## src/rtl/sdhost_wrap_regs.sv

```systemverilog
module sdhost_wrap_regs #(
  parameter int          NUM_SLOTS = 2,
  parameter logic [31:0] INFO_RST  = 32'h0003_0000,
  parameter logic [31:0] DBNC_RST  = 32'h0000_0005,
  parameter logic [31:0] CAP_INIT  = 32'h01E8_0080,
  parameter int          SPEC_VER  = 2
) (
  input  logic        clk,
  input  logic        rst_n,
  input  logic        req_valid,
  input  logic        req_write,
  input  logic [11:0] req_addr,
  input  logic [3:0]  req_be,
  input  logic [31:0] req_wdata,
  output logic        rd_valid,
  output logic [31:0] rd_data,
  output logic        acc_err,
  output logic [1:0]  slot_req,
  output logic        slot_we,
  output logic [7:0]  slot_addr,
  output logic [31:0] slot_wdata,
  input  logic [31:0] slot0_rdata,
  input  logic [31:0] slot1_rdata,
  output logic [63:0] slot_cap,
  output logic [63:0] slot_maxcur,
  output logic [3:0]  slot_spec_ver,
  input  logic [1:0]  slot_irq,
  output logic        irq
);
  localparam int          NWORDS  = 64;
  localparam logic [1:0]  PRESENT = (NUM_SLOTS >= 2) ? 2'b11 : (NUM_SLOTS == 1) ? 2'b01 : 2'b00;

  logic [31:0] gregs [NWORDS];
  logic [31:0] cap_q [2];
  logic [31:0] mc_q  [2];
  logic [1:0]  lvl_q;
  logic [31:0] rd_next;

  wire       full    = (req_be == 4'hF) && (req_addr[1:0] == 2'b00);
  wire [3:0] page    = req_addr[11:8];
  wire [5:0] widx    = req_addr[7:2];
  wire       in_glob = (page == 4'd0);
  wire [1:0] in_slot = {(page == 4'd2) && PRESENT[1], (page == 4'd1) && PRESENT[0]};
  wire       ok      = full && (in_glob || (|in_slot));
  wire       is_stat = in_glob && (widx == 6'h3F);
  wire       hit_c0  = in_glob && (widx == 6'h04) && PRESENT[0];
  wire       hit_m0  = in_glob && (widx == 6'h06) && PRESENT[0];
  wire       hit_c1  = in_glob && (widx == 6'h08) && PRESENT[1];
  wire       hit_m1  = in_glob && (widx == 6'h0A) && PRESENT[1];
  wire       do_wr   = req_valid && req_write && ok;
  wire       do_rd   = req_valid && !req_write;
  wire [1:0] live    = slot_irq & PRESENT;
  wire       rise    = |(live & ~lvl_q);
  wire       fall    = |(~live & lvl_q);

  assign slot_req      = (req_valid && full) ? in_slot : 2'b00;
  assign slot_we       = req_write;
  assign slot_addr     = req_addr[7:0];
  assign slot_wdata    = req_wdata;
  assign slot_cap      = {cap_q[1], cap_q[0]};
  assign slot_maxcur   = {mc_q[1], mc_q[0]};
  assign slot_spec_ver = 4'(SPEC_VER);

  always_ff @(posedge clk) begin
    if (!rst_n) begin
      for (int i = 0; i < NWORDS; i++)
        gregs[i] <= (i == 0) ? INFO_RST : (i == 1) ? DBNC_RST : 32'h0;
    end else if (do_wr && in_glob && !is_stat) begin
      gregs[widx] <= req_wdata;
    end
  end

  always_ff @(posedge clk) begin
    if (!rst_n) begin
      cap_q[0] <= CAP_INIT; cap_q[1] <= PRESENT[1] ? CAP_INIT : 32'h0;
      mc_q[0]  <= 32'h0;    mc_q[1]  <= 32'h0;
      if (!PRESENT[0]) cap_q[0] <= 32'h0;
    end else if (do_wr) begin
      if (hit_c0) cap_q[0] <= req_wdata;
      if (hit_m0) mc_q[0]  <= req_wdata;
      if (hit_c1) cap_q[1] <= req_wdata;
      if (hit_m1) mc_q[1]  <= req_wdata;
    end
  end

  always_ff @(posedge clk) begin
    if (!rst_n) begin
      lvl_q <= 2'b00;
      irq   <= 1'b0;
    end else begin
      lvl_q <= live;
      if (rise)      irq <= 1'b1;
      else if (fall) irq <= 1'b0;
    end
  end

  always_comb begin
    rd_next = 32'h0;
    if (ok) begin
      if (in_slot[0])   rd_next = slot0_rdata;
      else if (in_slot[1]) rd_next = slot1_rdata;
      else if (hit_c0)  rd_next = cap_q[0];
      else if (hit_m0)  rd_next = mc_q[0];
      else if (hit_c1)  rd_next = cap_q[1];
      else if (hit_m1)  rd_next = mc_q[1];
      else if (is_stat) rd_next = {30'h0, lvl_q};
      else              rd_next = gregs[widx];
    end
  end

  always_ff @(posedge clk) begin
    if (!rst_n) begin
      rd_valid <= 1'b0;
      rd_data  <= 32'h0;
      acc_err  <= 1'b0;
    end else begin
      rd_valid <= do_rd;
      rd_data  <= do_rd ? rd_next : 32'h0;
      acc_err  <= req_valid && !ok;
    end
  end

  assert_rd_latency_R2: assert property (@(posedge clk) disable iff (!rst_n)
    (req_valid && !req_write) |=> rd_valid);
  assert_no_wr_resp_R2: assert property (@(posedge clk) disable iff (!rst_n)
    (req_valid && req_write) |=> !rd_valid);
  assert_out_of_range_R8: assert property (@(posedge clk) disable iff (!rst_n)
    (req_valid && (req_addr >= 12'((NUM_SLOTS + 1) * 256))) |=> acc_err);
  assert_err_reads_zero_R8: assert property (@(posedge clk) disable iff (!rst_n)
    (acc_err && rd_valid) |-> (rd_data == 32'h0));
  assert_partial_rejected_R9: assert property (@(posedge clk) disable iff (!rst_n)
    (req_valid && (req_be != 4'hF)) |-> (slot_req == 2'b00));
  assert_partial_err_R9: assert property (@(posedge clk) disable iff (!rst_n)
    (req_valid && (req_be != 4'hF)) |=> acc_err);
  assert_slot_onehot_R7: assert property (@(posedge clk) disable iff (!rst_n)
    $onehot0(slot_req));
  assert_irq_rise_R6: assert property (@(posedge clk) disable iff (!rst_n)
    (|(slot_irq & PRESENT & ~lvl_q)) |=> irq);
  assert_irq_fall_R6: assert property (@(posedge clk) disable iff (!rst_n)
    (!(|(slot_irq & PRESENT & ~lvl_q)) && (|(~slot_irq & PRESENT & lvl_q))) |=> !irq);
endmodule

```

## config.mk

```make
export PLATFORM = sky130hd
export DESIGN_NAME = sdhost_wrap_regs
export DESIGN_NICKNAME = d
export VERILOG_FILES = /design/src/rtl/sdhost_wrap_regs.sv
export SDC_FILE = /design/constraint.sdc
export NUM_CORES = 2
export LEC_CHECK = 0
export BUFFER_PORTS_ARGS = -buffer_cell sky130_fd_sc_hd__buf_2
export CAP_MARGIN = 25
export CORE_ASPECT_RATIO = 1.5
export CORE_UTILIZATION = 30
export CTS_BUF_LIST = sky130_fd_sc_hd__clkbuf_4 sky130_fd_sc_hd__clkbuf_8
export DETAILED_ROUTE_END_ITERATION = 6
export PLACE_DENSITY_LB_ADDON = 0.2
export SLEW_MARGIN = 20
export SYNTH_ARGS = -nofsm -noshare
export SYNTH_HDL_FRONTEND = slang
export SYNTH_SLANG_ARGS = --single-unit
```

## constraint.sdc

```tcl
create_clock -name clk -period 4.96 [get_ports clk]
set_clock_uncertainty 0.1 [all_clocks]
set_input_delay 0 -clock clk [delete_from_list [all_inputs] [get_ports clk]]
set_output_delay 0 -clock clk [all_outputs]
set_load 0.005 [all_outputs]
```

==> results by group <==
Status
  – Status: complete, but fails checks
  – Failing checks: design-rule violations

Placement
  – PortBufs: 323
  – Gpl congestion: 0.927
  – Dpl hpwl: 295000 um
  – Placed Area: between 0.1 and 0.15 sq mm

Layout
  – FF+latch area: 0.0661 sq mm
  – Area occupied by multi-input gates: 0.0328 sq mm
  – Synthesis-to-layout area growth: 17.5%
  – Core Util, Final: between 30% and 40%
  – Final instance area: 0.119 sq mm
  – Final #Nets: 8151
  – Layout cell share with drive strength beyond 1: 21.9%
  – Fillers: 32500

GRT
  – Total Routing Usage GR: between 20% and 30%
  – Vias in the first global route: 70200
  – Grt peak-use layer: met2
  – Met1 usage: 31.3%
  – First-pass GRT wire length: 629000 um
  – Met2 Track Usage GR: 44.5%
  – Met3 global-route usage: 4.45%
  – Initial antenna violation count: between 40 and 50
  – GR Overflow Total: 0
  – Largest net degree at the start of global routing: 77

Critical path
  – RR Startpoint: gregs[26][30]$_SDFFCE_PN0P_
  – Crit-path max FO: 13
  – Worst r2r dst: rd_data[30]$_SDFF_PN0_
  – WS Path Type: input pin to register
  – Worst setup SP type: input pin
  – Data arrival, critical path: between 5 and 6 ns
  – Worst r2r path cells: 8
  – Setup crit end kind: register
  – Crit path required time: 5.85 ns
  – Flop2flop setup slack: 0.73 ns

Timing
  – Fin crit share: 97.2%
  – Final setup fails: 0
  – Hold slack: ~0.07 ns
  – Number of hold violations in the final report: 0
  – RSZ-0062 raised after global routing: no
  – Max frequency: around 210 MHz
  – Slew Limit Headroom: between 20% and 30%
  – Post-layout min period: 4.82 ns
  – Least-Margin Pin Slew: around 1.2 ns
  – TNS Setup: 0 ns
  – Max-slew violation count: 0

Clocking
  – Clock tree buffer depth: 4
  – Clk_lat worst skew: 1.07 ns
  – Number of CTS-inserted buffers: 341
  – Clock Tree Root: clkbuf_8
  – CTS tree: done
  – CTS clock-pin slew for the worst setup and hold paths: 0.07 ns
  – Clk sink count: 2213
  – H-tree Lvls: 5
  – Post-CTS sizing: 0

Logic synthesis
  – Synth cell types: 88
  – Ys async rst share: 0%
  – Post-synthesis compound-gate area fraction: 8.69%
  – Synth area leader: edfxtp_1
  – Most frequent cell after synthesis: edfxtp_1
  – Syn Inst Count: 7488
  – Main combinational cell family by area after synthesis: simple AND/OR/NAND/NOR gates
  – Top area cells in the synthesized netlist: edfxtp_1 (64%), and2_1 (13%), mux4_2 (3.0%)
  – Post-Synth Adder-Cell Area: 0%
  – Post-synth EDFFs: 2176
  – Top cells by count, synth: edfxtp_1 (2176), and2_1 (2081), clkbuf_1 (575)
  – Synth Area in XOR/XNOR: 0.00864%
  – Simple-gate share of the synthesized area: between 15 and 20%
  – Syn Area/Cell: 13.5 sq um
  – Ys flop type: edfxtp_1
  – Warnings from Yosys: 0
  – Post-synth top area share: 64.5%
  – Synthesized flop and latch total: 2213
  – Seq/Total Area, Yosys: 65.2%
  – Mux cell area share after synthesis: under 10%
  – Synthesized area: 0.101 sq mm

Floorplan
  – Std cell rows: ~260
  – Starting density of the core: 30.1%
  – Chip Width: 477 um
  – IO Count: approximately 330
  – Placeable Area: 0.336 sq mm
  – Die Y: 714 um
  – Total Die Area: 0.340 sq mm

Worst hold path
  – Worst Hold Path Cells: 4
  – Hold Startpoint: req_wdata[7]
  – Hold Path End: gregs[2][7]$_SDFFCE_PN0P_
  – Worst hold path type: input pin to register

Power and ir drop
  – VDD IR max: 0.223 mV
  – Pleak: 0.0416 uW
  – Cell area power density: approximately 350 mW/mm^2
  – Power, Total: between 40000 and 50000 uW

Route
  – Via count: 70900
  – # DRC: 14
  – Drt pass-1 iters: 7
  – Final ANT Viol Nets: 0
  – Starting DRT DRC Count: 8796
  – Vias per cell: 5.54
  – Avg WL per Cell: 36.8 um
  – Final WL: 471000 um

Run
  – Max_cap viols: 0
metal layers:
layer | share of wire (%) | wire [um] | vias up
li1 | - | - | 28700
met2 | 47 | 223000 | 4179
met5 | 0.013 | 63 | -
met4 | 8.9 | 41800 | 10
met3 | 7.9 | 37400 | 1147
met1 | 36 | 169000 | 36900
timing repair:
item / 4_1_cts / 5_1_grt
hold buffers: 222 / 0
buffers inserted: 0 / 0
hold endpoints to repair: 2292 / 0
through the flow:
step | instances | setup WS (ns)
6_report | 12800 | 0.137
4_1_cts | 12800 | 0.361
5_1_grt | 12800 | 0.0650
3_5_place_dp | 11900 | 0.609
2_1_floorplan | 7522 | 0.604
3_3_place_gp | 11900 | -0.209
worst max-delay path by stage:
stage                     cells past startpoint  slack [ns]   startpoint                         end
after floorplan                               9        0.60  req_addr[3]  gregs[16][0]$_SDFFCE_PN0P_
after global placement                        8       -0.21  req_addr[4]      rd_data[19]$_SDFF_PN0_
after detailed placement                     11        0.61  req_addr[3]       rd_data[0]$_SDFF_PN0_
after CTS                                    14        0.36    req_valid       rd_data[3]$_SDFF_PN0_
after global routing                         14        0.07    req_valid       rd_data[3]$_SDFF_PN0_
final                                        14        0.14    req_valid       rd_data[3]$_SDFF_PN0_
power breakdown:
group          internal [uW]  total [uW]  switching (uW)
combinational           1170        4240            3070
sequential             21400       21700             325
clock                   7670       15400            7770
total                  30200       41400           11200
final cells by class:
cell class / instances / area share, %
multi-input combinational: 4470 / 27.5
sequential: 2213 / 55.5
antenna: 22 / 0.0462
timing repair buffer: 997 / 6.74
inverter: 10 / 0.0441
clock inverter: 148 / 0.675
clock buffer: 456 / 4.75
tap: 4471 / 4.70
cell families after synthesis:
logic type	Yosys count
multiplexers	513
flip-flops	2213
AND/OR/NAND/NOR	2675
XOR/XNOR	1
AO/OA/AOI/OAI	1245
other	2
buffers and inverters	839
placed cells by master (no fill, tap or decap), drive strengths merged, types with 22 or more instances in the layout:
master       Yosys  routed
nand3           34      34
o21ai          250     250
diode            0      22
dfxtp           37      37
conb             2      36
mux4           134     134
a221o           62      62
buf            253     775
o22ai           57      57
dlygate4sd3      0     222
a221oi         214     214
clkinv           1     134
a31oi           32      32
edfxtp        2176    2176
o211ai          35      35
clkbuf         576     456
a22oi          155     155
nor2           226     226
mux2           182     182
a21oi          210     210
nor3            25      25
nand2          213     213
mux2i          197     197
o221ai          56      56
a22o            30      30
and2          2082    2082
flip-flops by register name (all words and copies together) (netlist names):
register  cells
irq           1
mc_q         64
rd_data      32
acc_err       1
lvl_q         2
gregs      2048
rd_valid      1
cap_q        64
critical path, stage by stage:
cell	delay [ns]
dlygate4sd3_1	0.55
buf_2	0.17
dlygate4sd3_1	0.58
nand2_1	0.05
dlygate4sd3_1	0.56
nor2_1	0.34
and3_1	0.87
buf_4	0.33
o221ai_1	0.14
dlygate4sd3_1	0.59
a41o_1	0.23
dlygate4sd3_1	0.58
a21oi_1	0.13
dlygate4sd3_1	0.56
(Power assumes the default switching activity.)
